### config.mk
export PLATFORM = sky130hd
export DESIGN_NAME = sio_shift_ctrl
export DESIGN_NICKNAME = d
export VERILOG_FILES = /design/src/rtl/sio_pkg.sv /design/src/rtl/sio_clkgen.sv /design/src/rtl/sio_ext_edge.sv /design/src/rtl/sio_seq.sv /design/src/rtl/sio_shift_ctrl.sv
export SDC_FILE = /design/constraint.sdc
export NUM_CORES = 1
export LEC_CHECK = 0
export BUFFER_PORTS_ARGS = -buffer_cell sky130_fd_sc_hd__buf_2
export CAP_MARGIN = 20
export CORE_MARGIN = 8
export CORE_UTILIZATION = 40
export DETAILED_ROUTE_END_ITERATION = 8
export PLACE_DENSITY_LB_ADDON = 0.2
export SETUP_SLACK_MARGIN = 0.5
export SYNTH_ARGS = -nofsm -noshare
export SYNTH_HDL_FRONTEND = slang
export SYNTH_SLANG_ARGS = --single-unit
### constraint.sdc
create_clock -name clk -period 4.1 [get_ports clk]
set_input_delay 0.41 -clock clk [delete_from_list [all_inputs] [get_ports clk]]
set_output_delay 0.41 -clock clk [all_outputs]
set_load 0.05 [all_outputs]
### src/rtl/sio_pkg.sv
package sio_pkg;
  localparam int DATA_W   = 8;
  localparam int CNT_W    = $clog2(DATA_W);
  localparam int RATE_W   = 3;
  localparam int RATE_MAX = 5;
  localparam int LOG_TOP  = 12;
  localparam int SYNC_STG = 2;

  localparam int MA_W     = 5;
  localparam int MA_INT   = 3;
  localparam int MA_CONT  = 4;

  typedef enum logic [1:0] {
    ADDR_MODEA = 2'd0,
    ADDR_MODEB = 2'd1,
    ADDR_DATA  = 2'd2
  } sio_addr_e;

  typedef enum logic [1:0] {
    ST_IDLE,
    ST_ARMED,
    ST_SHIFT,
    ST_FREE
  } sio_state_e;
endpackage

### src/rtl/sio_clkgen.sv
module sio_clkgen #(
  parameter int LOG_TOP  = 12,
  parameter int RATE_W   = 3,
  parameter int RATE_MAX = 5
) (
  input  logic              clk,
  input  logic              rst_n,
  input  logic              active,
  input  logic [RATE_W-1:0] rate_a,
  input  logic              rate_b,
  output logic              sck_q,
  output logic              fall_evt,
  output logic              rise_evt
);
  localparam int HC_W = LOG_TOP + 1;

  logic [HC_W-1:0] hcnt_q;
  logic [HC_W-1:0] lim;
  logic            toggle;
  int              a_eff;
  int              hlog;

  // half period = 2^(LOG_TOP-1-2a+b) cycles
  always_comb begin
    a_eff = (int'(rate_a) > RATE_MAX) ? RATE_MAX : int'(rate_a);
    hlog  = LOG_TOP - 1 - 2 * a_eff + int'(rate_b);
    lim   = HC_W'((1 << hlog) - 1);
  end

  assign toggle   = active && (hcnt_q == lim);
  assign fall_evt = toggle && sck_q;
  assign rise_evt = toggle && !sck_q;

  always_ff @(posedge clk or negedge rst_n) begin
    if (!rst_n) begin
      hcnt_q <= '0;
      sck_q  <= 1'b1;
    end else if (!active) begin
      hcnt_q <= '0;
      sck_q  <= 1'b1;
    end else if (toggle) begin
      hcnt_q <= '0;
      sck_q  <= ~sck_q;
    end else begin
      hcnt_q <= hcnt_q + 1'b1;
    end
  end

  assert_sck_parks_R6: assert property (@(posedge clk) disable iff (!rst_n)
    !active |=> sck_q);
  assert_gap_len_R4: assert property (@(posedge clk) disable iff (!rst_n)
    (active && $past(active) && !toggle) |=> $stable(sck_q) || !active || $past(toggle));
endmodule

### src/rtl/sio_ext_edge.sv
module sio_ext_edge #(
  parameter int STAGES = 2
) (
  input  logic clk,
  input  logic rst_n,
  input  logic pin,
  output logic fall_evt,
  output logic rise_evt
);
  logic [STAGES:0] sync_q;

  always_ff @(posedge clk or negedge rst_n) begin
    if (!rst_n) sync_q <= '1;
    else        sync_q <= {sync_q[STAGES-1:0], pin};
  end

  assign fall_evt = sync_q[STAGES] && !sync_q[STAGES-1];
  assign rise_evt = !sync_q[STAGES] && sync_q[STAGES-1];
endmodule

### src/rtl/sio_seq.sv
module sio_seq import sio_pkg::*; (
  input  logic              clk,
  input  logic              rst_n,
  input  logic              start,
  input  logic              modea_wr,
  input  logic              data_wr,
  input  logic [DATA_W-1:0] wr_data,
  input  logic              int_mode,
  input  logic              cont_mode,
  input  logic              fall_evt,
  input  logic              rise_evt,
  input  logic              sdi,
  output sio_state_e        st_q,
  output logic [DATA_W-1:0] sh_q,
  output logic              sdo_q,
  output logic              done_q
);
  sio_state_e        st_d;
  logic [CNT_W-1:0]  cnt_q, cnt_d;
  logic [DATA_W-1:0] sh_d;
  logic              sdo_d, done_d;

  always_comb begin
    st_d   = st_q;
    cnt_d  = cnt_q;
    sh_d   = sh_q;
    sdo_d  = sdo_q;
    done_d = done_q;
    if (data_wr && st_q != ST_SHIFT) sh_d = wr_data;
    if (start) done_d = 1'b0;
    unique case (st_q)
      ST_IDLE: begin
        if (start) begin
          st_d  = ST_ARMED;
          cnt_d = '0;
        end
      end
      ST_ARMED: begin
        if (modea_wr) begin
          st_d  = ST_IDLE;
          cnt_d = '0;
        end else if (start) begin
          cnt_d = '0;
        end else if (fall_evt) begin
          cnt_d = cnt_q + 1'b1;
          sdo_d = sh_q[0];
          st_d  = (int_mode && cont_mode) ? ST_FREE : ST_SHIFT;
        end
      end
      ST_SHIFT: begin
        if (start) begin
          st_d  = ST_ARMED;
          cnt_d = '0;
        end else if (rise_evt) begin
          sh_d = {sdi, sh_q[DATA_W-1:1]};
          if (cnt_q == '0) begin
            done_d = 1'b1;
            st_d   = int_mode ? ST_IDLE : ST_ARMED;
          end
        end else if (fall_evt) begin
          cnt_d = cnt_q + 1'b1;
          sdo_d = sh_q[0];
        end
      end
      ST_FREE: begin
        if (modea_wr) begin
          st_d  = ST_IDLE;
          cnt_d = '0;
        end
      end
    endcase
  end

  always_ff @(posedge clk or negedge rst_n) begin
    if (!rst_n) begin
      st_q   <= ST_IDLE;
      cnt_q  <= '0;
      sh_q   <= '0;
      sdo_q  <= 1'b1;
      done_q <= 1'b0;
    end else begin
      st_q   <= st_d;
      cnt_q  <= cnt_d;
      sh_q   <= sh_d;
      sdo_q  <= sdo_d;
      done_q <= done_d;
    end
  end

  assert_idle_holds_R2: assert property (@(posedge clk) disable iff (!rst_n)
    (st_q == ST_IDLE && !start) |=> (st_q == ST_IDLE && $stable(sdo_q)));
  assert_start_clears_done_R3: assert property (@(posedge clk) disable iff (!rst_n)
    start |=> !done_q);
  assert_done_from_shift_R6: assert property (@(posedge clk) disable iff (!rst_n)
    $rose(done_q) |-> $past(st_q) == ST_SHIFT);
  assert_armed_exit_R8: assert property (@(posedge clk) disable iff (!rst_n)
    (st_q == ST_ARMED && modea_wr) |=> st_q == ST_IDLE);
  assert_abort_R9: assert property (@(posedge clk) disable iff (!rst_n)
    (st_q == ST_SHIFT && start) |=> (st_q == ST_ARMED && cnt_q == '0 && !done_q));
  assert_free_stays_R10: assert property (@(posedge clk) disable iff (!rst_n)
    (st_q == ST_FREE && !modea_wr) |=> (st_q == ST_FREE && !done_q));
endmodule

### src/rtl/sio_shift_ctrl.sv
module sio_shift_ctrl import sio_pkg::*; (
  input  logic              clk,
  input  logic              rst_n,
  input  logic              wr_en,
  input  logic [1:0]        wr_addr,
  input  logic [DATA_W-1:0] wr_data,
  input  logic [1:0]        rd_addr,
  output logic [DATA_W-1:0] rd_data,
  input  logic              start,
  output logic              sck_o,
  output logic              sck_oe,
  input  logic              sck_i,
  input  logic              sdi,
  output logic              sdo,
  output logic              done
);
  logic [MA_W-1:0]   modea_q;
  logic              modeb_q;
  logic              modea_wr, modeb_wr, data_wr;
  logic              int_mode, cont_mode;
  logic              gen_active, gen_fall, gen_rise;
  logic              ext_fall, ext_rise;
  logic              fall_evt, rise_evt;
  sio_state_e        st;
  logic [DATA_W-1:0] sh;

  assign modea_wr = wr_en && (wr_addr == ADDR_MODEA);
  assign modeb_wr = wr_en && (wr_addr == ADDR_MODEB);
  assign data_wr  = wr_en && (wr_addr == ADDR_DATA);

  always_ff @(posedge clk or negedge rst_n) begin
    if (!rst_n) begin
      modea_q <= '0;
      modeb_q <= 1'b0;
    end else begin
      if (modea_wr) modea_q <= wr_data[MA_W-1:0];
      if (modeb_wr) modeb_q <= wr_data[0];
    end
  end

  assign int_mode   = modea_q[MA_INT];
  assign cont_mode  = modea_q[MA_CONT];
  assign gen_active = int_mode && (st != ST_IDLE);

  sio_clkgen #(.LOG_TOP(LOG_TOP), .RATE_W(RATE_W), .RATE_MAX(RATE_MAX)) u_clkgen (
    .clk      (clk),
    .rst_n    (rst_n),
    .active   (gen_active),
    .rate_a   (modea_q[RATE_W-1:0]),
    .rate_b   (modeb_q),
    .sck_q    (sck_o),
    .fall_evt (gen_fall),
    .rise_evt (gen_rise)
  );

  sio_ext_edge #(.STAGES(SYNC_STG)) u_ext_edge (
    .clk      (clk),
    .rst_n    (rst_n),
    .pin      (sck_i),
    .fall_evt (ext_fall),
    .rise_evt (ext_rise)
  );

  assign fall_evt = int_mode ? gen_fall : ext_fall;
  assign rise_evt = int_mode ? gen_rise : ext_rise;

  sio_seq u_seq (
    .clk       (clk),
    .rst_n     (rst_n),
    .start     (start),
    .modea_wr  (modea_wr),
    .data_wr   (data_wr),
    .wr_data   (wr_data),
    .int_mode  (int_mode),
    .cont_mode (cont_mode),
    .fall_evt  (fall_evt),
    .rise_evt  (rise_evt),
    .sdi       (sdi),
    .st_q      (st),
    .sh_q      (sh),
    .sdo_q     (sdo),
    .done_q    (done)
  );

  assign sck_oe = int_mode;

  always_comb begin
    unique case (rd_addr)
      ADDR_MODEA: rd_data = DATA_W'(modea_q);
      ADDR_MODEB: rd_data = DATA_W'(modeb_q);
      ADDR_DATA:  rd_data = sh;
      default:    rd_data = '0;
    endcase
  end

  assert_ext_no_drive_R7: assert property (@(posedge clk) disable iff (!rst_n)
    !int_mode |-> !sck_oe);
endmodule

---- After elaboration in Yosys (flattened, before gate mapping) ----
Cells that the tools add are included.
storage, ports and cells
  flip-flop bits (word level) ............. 38
  word-level logic and storage cells ...... 104
  input port bits ......................... 18
  output and inout bits ................... 12
operators by class
  mux-type cells .......................... 42
  $add $sub $neg .......................... 5
  equal/unequal tests ..................... 21
  bitwise gates (word level) .............. 1
  reductions and logical operators ........ 23
  shifts and indexed selects .............. 1
  order comparisons ....................... 1
operators with widths
  operator                                                              number
  32-bit by 2-bit adder with 32-bit output                              1
  8-bit two-way mux                                                     4
  1-bit by 32-bit << shifter with 13-bit output, first input constant   1
  5-bit by 32-bit subtractor with 32-bit output, first input constant   1
  13-bit two-way mux                                                    2
  3-bit two-way mux                                                     8
  8-bit case mux with 3 select lines                                    1
  1-bit two-way mux                                                     16
  2-bit two-way mux                                                     8
  2-bit != test, second input constant                                  8
  13-bit by 1-bit adder with 13-bit output, second input constant       1
  13-bit == test                                                        1
  13-bit by 2-bit subtractor with 13-bit output, second input constant  1
  3-bit != test, second input constant                                  4
  3-bit case mux with 4 select lines                                    1
  1-bit logical AND                                                     11
  2-bit == test, second input constant                                  4
  2-bit case mux with 4 select lines                                    1
  2-bit by 1-bit == test with 1-bit output, second input constant       3
  2-bit logical NOT                                                     3
  6-bit AND reduction                                                   1
  5-bit AND reduction                                                   1
  2-bit nonzero test                                                    2
  3-bit by 1-bit adder with 3-bit output, second input constant         1
  other kinds (7)                                                       9

---- Longest topological paths before layout ----
  word-level depth ........................ 14
  mapped depth ............................ 19
  mapped depth without buffers ............ 15

---- Modules after synthesis ----
A second synthesis with hierarchy kept.
unflattened totals
  cells, all modules ...................... 338
  area, all modules ....................... 3055.4 um^2
modules (own cells, without submodules)
  module          area each (um^2)  times used  cells an instance  seq. area each (um^2)
  sio_clkgen      1622.8            1           205                351.6
  sio_seq         947.2             1           94                 376.6
  sio_shift_ctrl  391.6             1           34                 150.1
  sio_ext_edge    93.8              1           5                  78.8

---- Worst setup path after synthesis ----
No wires, ideal clock.
  path type ............................... register -> register
  start point ............................. register modea_q[2]
  end point ............................... register u_seq.sh_q[0]
  arrival time ............................ 3.781 ns
  clock period less this slack ............ 3.909 ns
  slack ................................... 0.191 ns
  data required time ...................... 3.972 ns
  stages on the path, launching flop included .. 18
  library setup time ...................... 0.128 ns
  path buffers ............................ 4
  cell sequence ........................... dfrtp_1 -> nand2b_1 -> buf_6 -> a21oi_1 -> ha_1 -> nor2b_1 -> clkbuf_1 -> nand3_1 -> ha_1 -> buf_2 -> clkbuf_1 -> a311oi_1 -> a211oi_1 -> nor4b_4 -> o2111ai_1 -> nand2b_1 -> nand3_4 -> mux2_1
between the ends
  word-level cells in the longest chain between the ends .. 13
RTL lines
  what                                             line                  text
  from (decl)                                      sio_shift_ctrl.sv:17  logic [MA_W-1:0] modea_q;
  from (signal assigned)                           sio_shift_ctrl.sv:36  if (modea_wr) modea_q <= wr_data[MA_W-1:0];
  3-bit > comparator                               sio_clkgen.sv:25      a_eff = (int'(rate_a) > RATE_MAX) ? RATE_MAX : int'(rate_a);
  3-bit two-way mux *                              sio_clkgen.sv:25
  5-bit by 32-bit subtractor with 32-bit output *  sio_clkgen.sv:26      hlog = LOG_TOP - 1 - 2 * a_eff + int'(rate_b);
  32-bit by 2-bit adder with 32-bit output *       sio_clkgen.sv:26
  1-bit by 32-bit << shifter with 13-bit output *  sio_clkgen.sv:27      lim = HC_W'((1 << hlog) - 1);
  13-bit by 2-bit subtractor with 13-bit output *  sio_clkgen.sv:27
  13-bit == test *                                 sio_clkgen.sv:30      assign toggle = active && (hcnt_q == lim);
  1-bit logical AND *                              sio_clkgen.sv:30
  1-bit logical AND *                              sio_clkgen.sv:32      assign rise_evt = toggle && !sck_q;
  1-bit two-way mux *                              sio_shift_ctrl.sv:65  assign rise_evt = int_mode ? gen_rise : ext_rise;
  8-bit two-way mux *                              sio_seq.sv:54         end else if (rise_evt) begin
  8-bit two-way mux *                              sio_seq.sv:51         if (start) begin
  8-bit two-way mux *                              sio_seq.sv:31         unique case (st_q)
  named net u_seq.sh_d[0]                          sio_seq.sv:20         logic [DATA_W-1:0] sh_d;
  to (signal assigned)                             sio_seq.sv:78         sh_q <= '0;
  to (signal assigned)                             sio_seq.sv:84         sh_q <= sh_d;
  to (decl)                                        sio_seq.sv:14         output logic [DATA_W-1:0] sh_q,
The timed path passes the listed nets; every way through them passes the cells marked *.
A chain may end at the register's enable or synchronous reset.

---- Final worst setup path ----
Ends and elaborated chain as after synthesis.

==> flow_metrics.tcl <==
set metrics [dict create \
    leakagePower_uw 0.00152 \
    detail_route.wl_per_cell_microns 15.5 \
    grt-ovfl-total 0 \
    cp_cell_sequence "nand2b_4, a21oi_4, ha_4, nor2b_4, nand3_2, ha_4, clkbuf_16, o21a_1, a311oi_2, a211oi_2, nor4b_4, buf_4, o2111ai_4, nand2b_4, nand3_4, mux2_4" \
    clock_latency_ns 0.28 \
    finalSetupTns_ns 0 \
    synth_common_cells "33 x sky130_fd_sc_hd__dfrtp_1, 31 x sky130_fd_sc_hd__nor2_1, 18 x sky130_fd_sc_hd__nand2_1, 13 x sky130_fd_sc_hd__mux2_2, 13 x sky130_fd_sc_hd__nand3_1" \
    dr_total_vias 2299 \
    critical_path_arrival_ns 3.77 \
    die_height_microns 100 \
    count_of_final_max_slew_check_failures 0 \
    synth_top_area_share_pct 29.0 \
    io-pin-count 30 \
    clock-skew-final_ns 0.00613 \
    layout-drive-gt1-share_pct 36.4 \
    post_synth_net_total 325 \
    clkTransAtPathRegs_ns 0.07 \
    final.period_utilization_pct 87.9 \
    timing.final.hold_violations 0 \
    hold_path.class "in -> reg" \
    grt.total_usage_pct 13.7 \
    antenna_violating_nets_left 0 \
    areaGrowthSynthToFinish_pct 25.0 \
    grt_setup_unrepaired "true" \
    rel_slew_slack_pct 44.1 \
    ff2ff_path_depth 16 \
    worst_pin_slew_ns 0.839 \
    ctsLongestPathBuffers 2 \
    maxCapViolCount 0 \
    fp.coreArea_sq_um 6830 \
    synth_flop_cell "sky130_fd_sc_hd__dfrtp_1" \
    postSynthRegisterBits 38 \
    yosys.cell_count.top_type "sky130_fd_sc_hd__dfrtp_1" \
    stdcell_count 437 \
    start_util_pct 41.6 \
    port_buffers 29 \
    slowest_delay_ns 0.44 \
    drtIter0Drc 97 \
    die_width_microns 100 \
    finalSetupViolations 0 \
    detail_route.first_pass.iterations 4 \
    required_ns 4.27 \
    synth-edff-count 0 \
    worst_hold_slack_ns 0.222 \
    route.detailed.vias_per_inst 5.26 \
    synth_cells 297 \
    run_status "complete, no violations" \
    hold_critical_path_depth 1 \
    cp-end-kind "flop" \
    clock_sink_count 38 \
    yosysWarnings 0 \
    timing.critical_path.slowest_stage_cell "sky130_fd_sc_hd__dfrtp_2" \
    syn-mean-instance-area_sq_um 9.57 \
    grt_max_degree 39 \
    final_weighted_congestion_in_routability_driven_placement 0.795 \
    fin_nets 368 \
    first_global_vias 2285 \
    design.die.area_sq_um 10100 \
    asyncSetResetFlopFracSynth_pct 100 \
    synth_top_cells_by_area "sky130_fd_sc_hd__dfrtp_1 29%, sky130_fd_sc_hd__mux2_2 5.1%, sky130_fd_sc_hd__dfstp_2 4.6%, sky130_fd_sc_hd__ha_1 4.4%, sky130_fd_sc_hd__nor2_1 4.1%" \
    num_antenna_cells 0 \
    tritoncts "done" \
    path_depth 16 \
    final.setup.worst_slack_ns 0.498 \
    synth_cell_type_count 62 \
    antenna_found_initial 0 \
    dpl_worst_slack_ns 0.159 \
    cp-start-kind "flop" \
    place_hpwl_mm 4.79 \
    yosys.area.top_type "sky130_fd_sc_hd__dfrtp_1" \
    numCtsBuffers 5 \
    ctsHtreeMaxLevel 2 \
    kind_of_cell_adding_the_most_delay_to_the_critical_path "simple AND/OR/NAND/NOR gates" \
    drc 0 \
    critical_path_class "reg -> reg" \
    hold_buffers_post_cts 0 \
    cts_root_buf "sky130_fd_sc_hd__clkbuf_8" \
    power_density_nw_per_um2 504 \
    worst_ir_drop_vdd_v 0.000293 \
    grt_first_pass_wirelength_mm 11.1 \
    min_period_ns 3.60 \
    totalWireLength_mm 6.77 \
    seq_area_frac_synth_pct 33.7 \
    sum_of_buffers_and_inverters_on_the_critical_path 2 \
    path_max_fanout 8 \
    dp_cells 412 \
    num_rows 30 \
    syn_area_sq_um 2840 \
    achievable-frequency_mhz 278 \
]
==> layout make-up <==
class	instances	area [sq um]
Tap cell	96	120
Fill cell	631	3280
Multi-Input combinational cell	231	1990
Timing Repair Buffer	54	358
Clock inverter	1	5.00
Inverter	10	37.5
Clock buffer	7	86.3
Sequential cell	38	960
==> final timing paths <==
| check | from | end | slack (ns) |
|---|---|---|---|
| min in group asynchronous | rst_n | u_seq.sh_q[2] | 0.23 |
| max reg2reg | modea_q[2] | u_seq.sh_q[0] | 0.50 |
| min reg2reg | u_ext_edge.sync_q[0] | u_ext_edge.sync_q[1] | 0.36 |
| min | sck_i | u_ext_edge.sync_q[0] | 0.22 |
| max | modea_q[2] | u_seq.sh_q[0] | 0.50 |
| max in group asynchronous | rst_n | modea_q[2] | 3.30 |
==> worst register-to-register path: cells and delay by family (launching register included) <==
family	cells	cell delay, ns
simple gates	6	1.11
mux	1	0.36
compound gates	5	0.75
fa+ha+maj	2	0.50
flops	1	0.44
buf+inv	2	0.34
==> metal layers <==
metal	track usage, %	part of all wire [%]
met5	0	0
met2	22.3	48
met3	2.56	2.2
met1	17.5	48
met4	4.88	1.8
==> registers in the layout (all words and copies together) (netlist names) <==
name,flops
u_clkgen.hcnt_q,13
u_seq.sh_q,8
modea_q,5
u_ext_edge.sync_q,3
u_seq.cnt_q,3
u_seq.st_q,2
modeb_q,1
u_clkgen.sck_q,1
u_seq.done_q,1
u_seq.sdo_q,1
==> per-stage QoR <==
stage	util, %	instance area [sq um]	total power, uW
floorplan	-	2970	1220
global placement	46.6	3180	1380
detailed placement	46.6	3180	1390
CTS	49.5	3380	1710
global route	52.0	3550	1910
finish	52.0	3550	1790
==> logic make-up after synthesis <==
logic type | count (synthesis) | share of synthesized area [%]
mux | 32 | 12.3
buf+inv | 28 | 4.18
xor+xnor | 20 | 7.57
simple gates | 116 | 22.8
fa+ha+maj | 10 | 4.40
flops | 38 | 33.7
compound gates | 53 | 15.1
==> cells in the final DEF (no fill, tap or decap), drive strengths merged, types with 2 or more instances in the layout <==
cell     Yosys  routed
o211ai       3       3
a21oi        9       9
xor2        11      11
ha          10      10
mux2        23      23
a21boi       5       5
xnor2        8       8
buf          6      53
o31ai        4       4
clkbuf      12       8
dfstp        5       5
nand2       18      18
or3          3       3
o21a         3       3
o22ai        2       2
nor4b        2       2
and3         3       3
o21ai        6       6
o2111ai      2       2
nor2b       11      11
a31oi        3       3
nand3       14      14
nor3b        4       4
mux2i        9       9
dfrtp       33      33
nor4bb       2       2
nor2        31      31
a311oi       2       2
nand4        4       4
inv         10      10
o311ai       2       2
and2         7       7
nand3b       2       2
nand2b       8       8
nand4b       2       2
a2111oi      2       2
a211oi       5       5
==> power breakdown <==
part / switching (uW) / leakage (uW) / internal [uW] / total, uW
registers: 68.0 / 0.000478 / 442 / 510
clock network: 124 / 0.0000482 / 136 / 259
logic: 555 / 0.000993 / 466 / 1020
total: 747 / 0.00152 / 1040 / 1790
==> repair_timing <==
| action | in CTS | in global routing |
|---|---|---|
| gates resized for setup | 9 | 16 |
| pin swaps | 3 | 10 |
| cloned | 0 | 1 |
| setup endpoints to repair | 26 | 26 |
| setup buffers | 8 | 8 |
No activity file was read; power rests on OpenSTA's default activity.
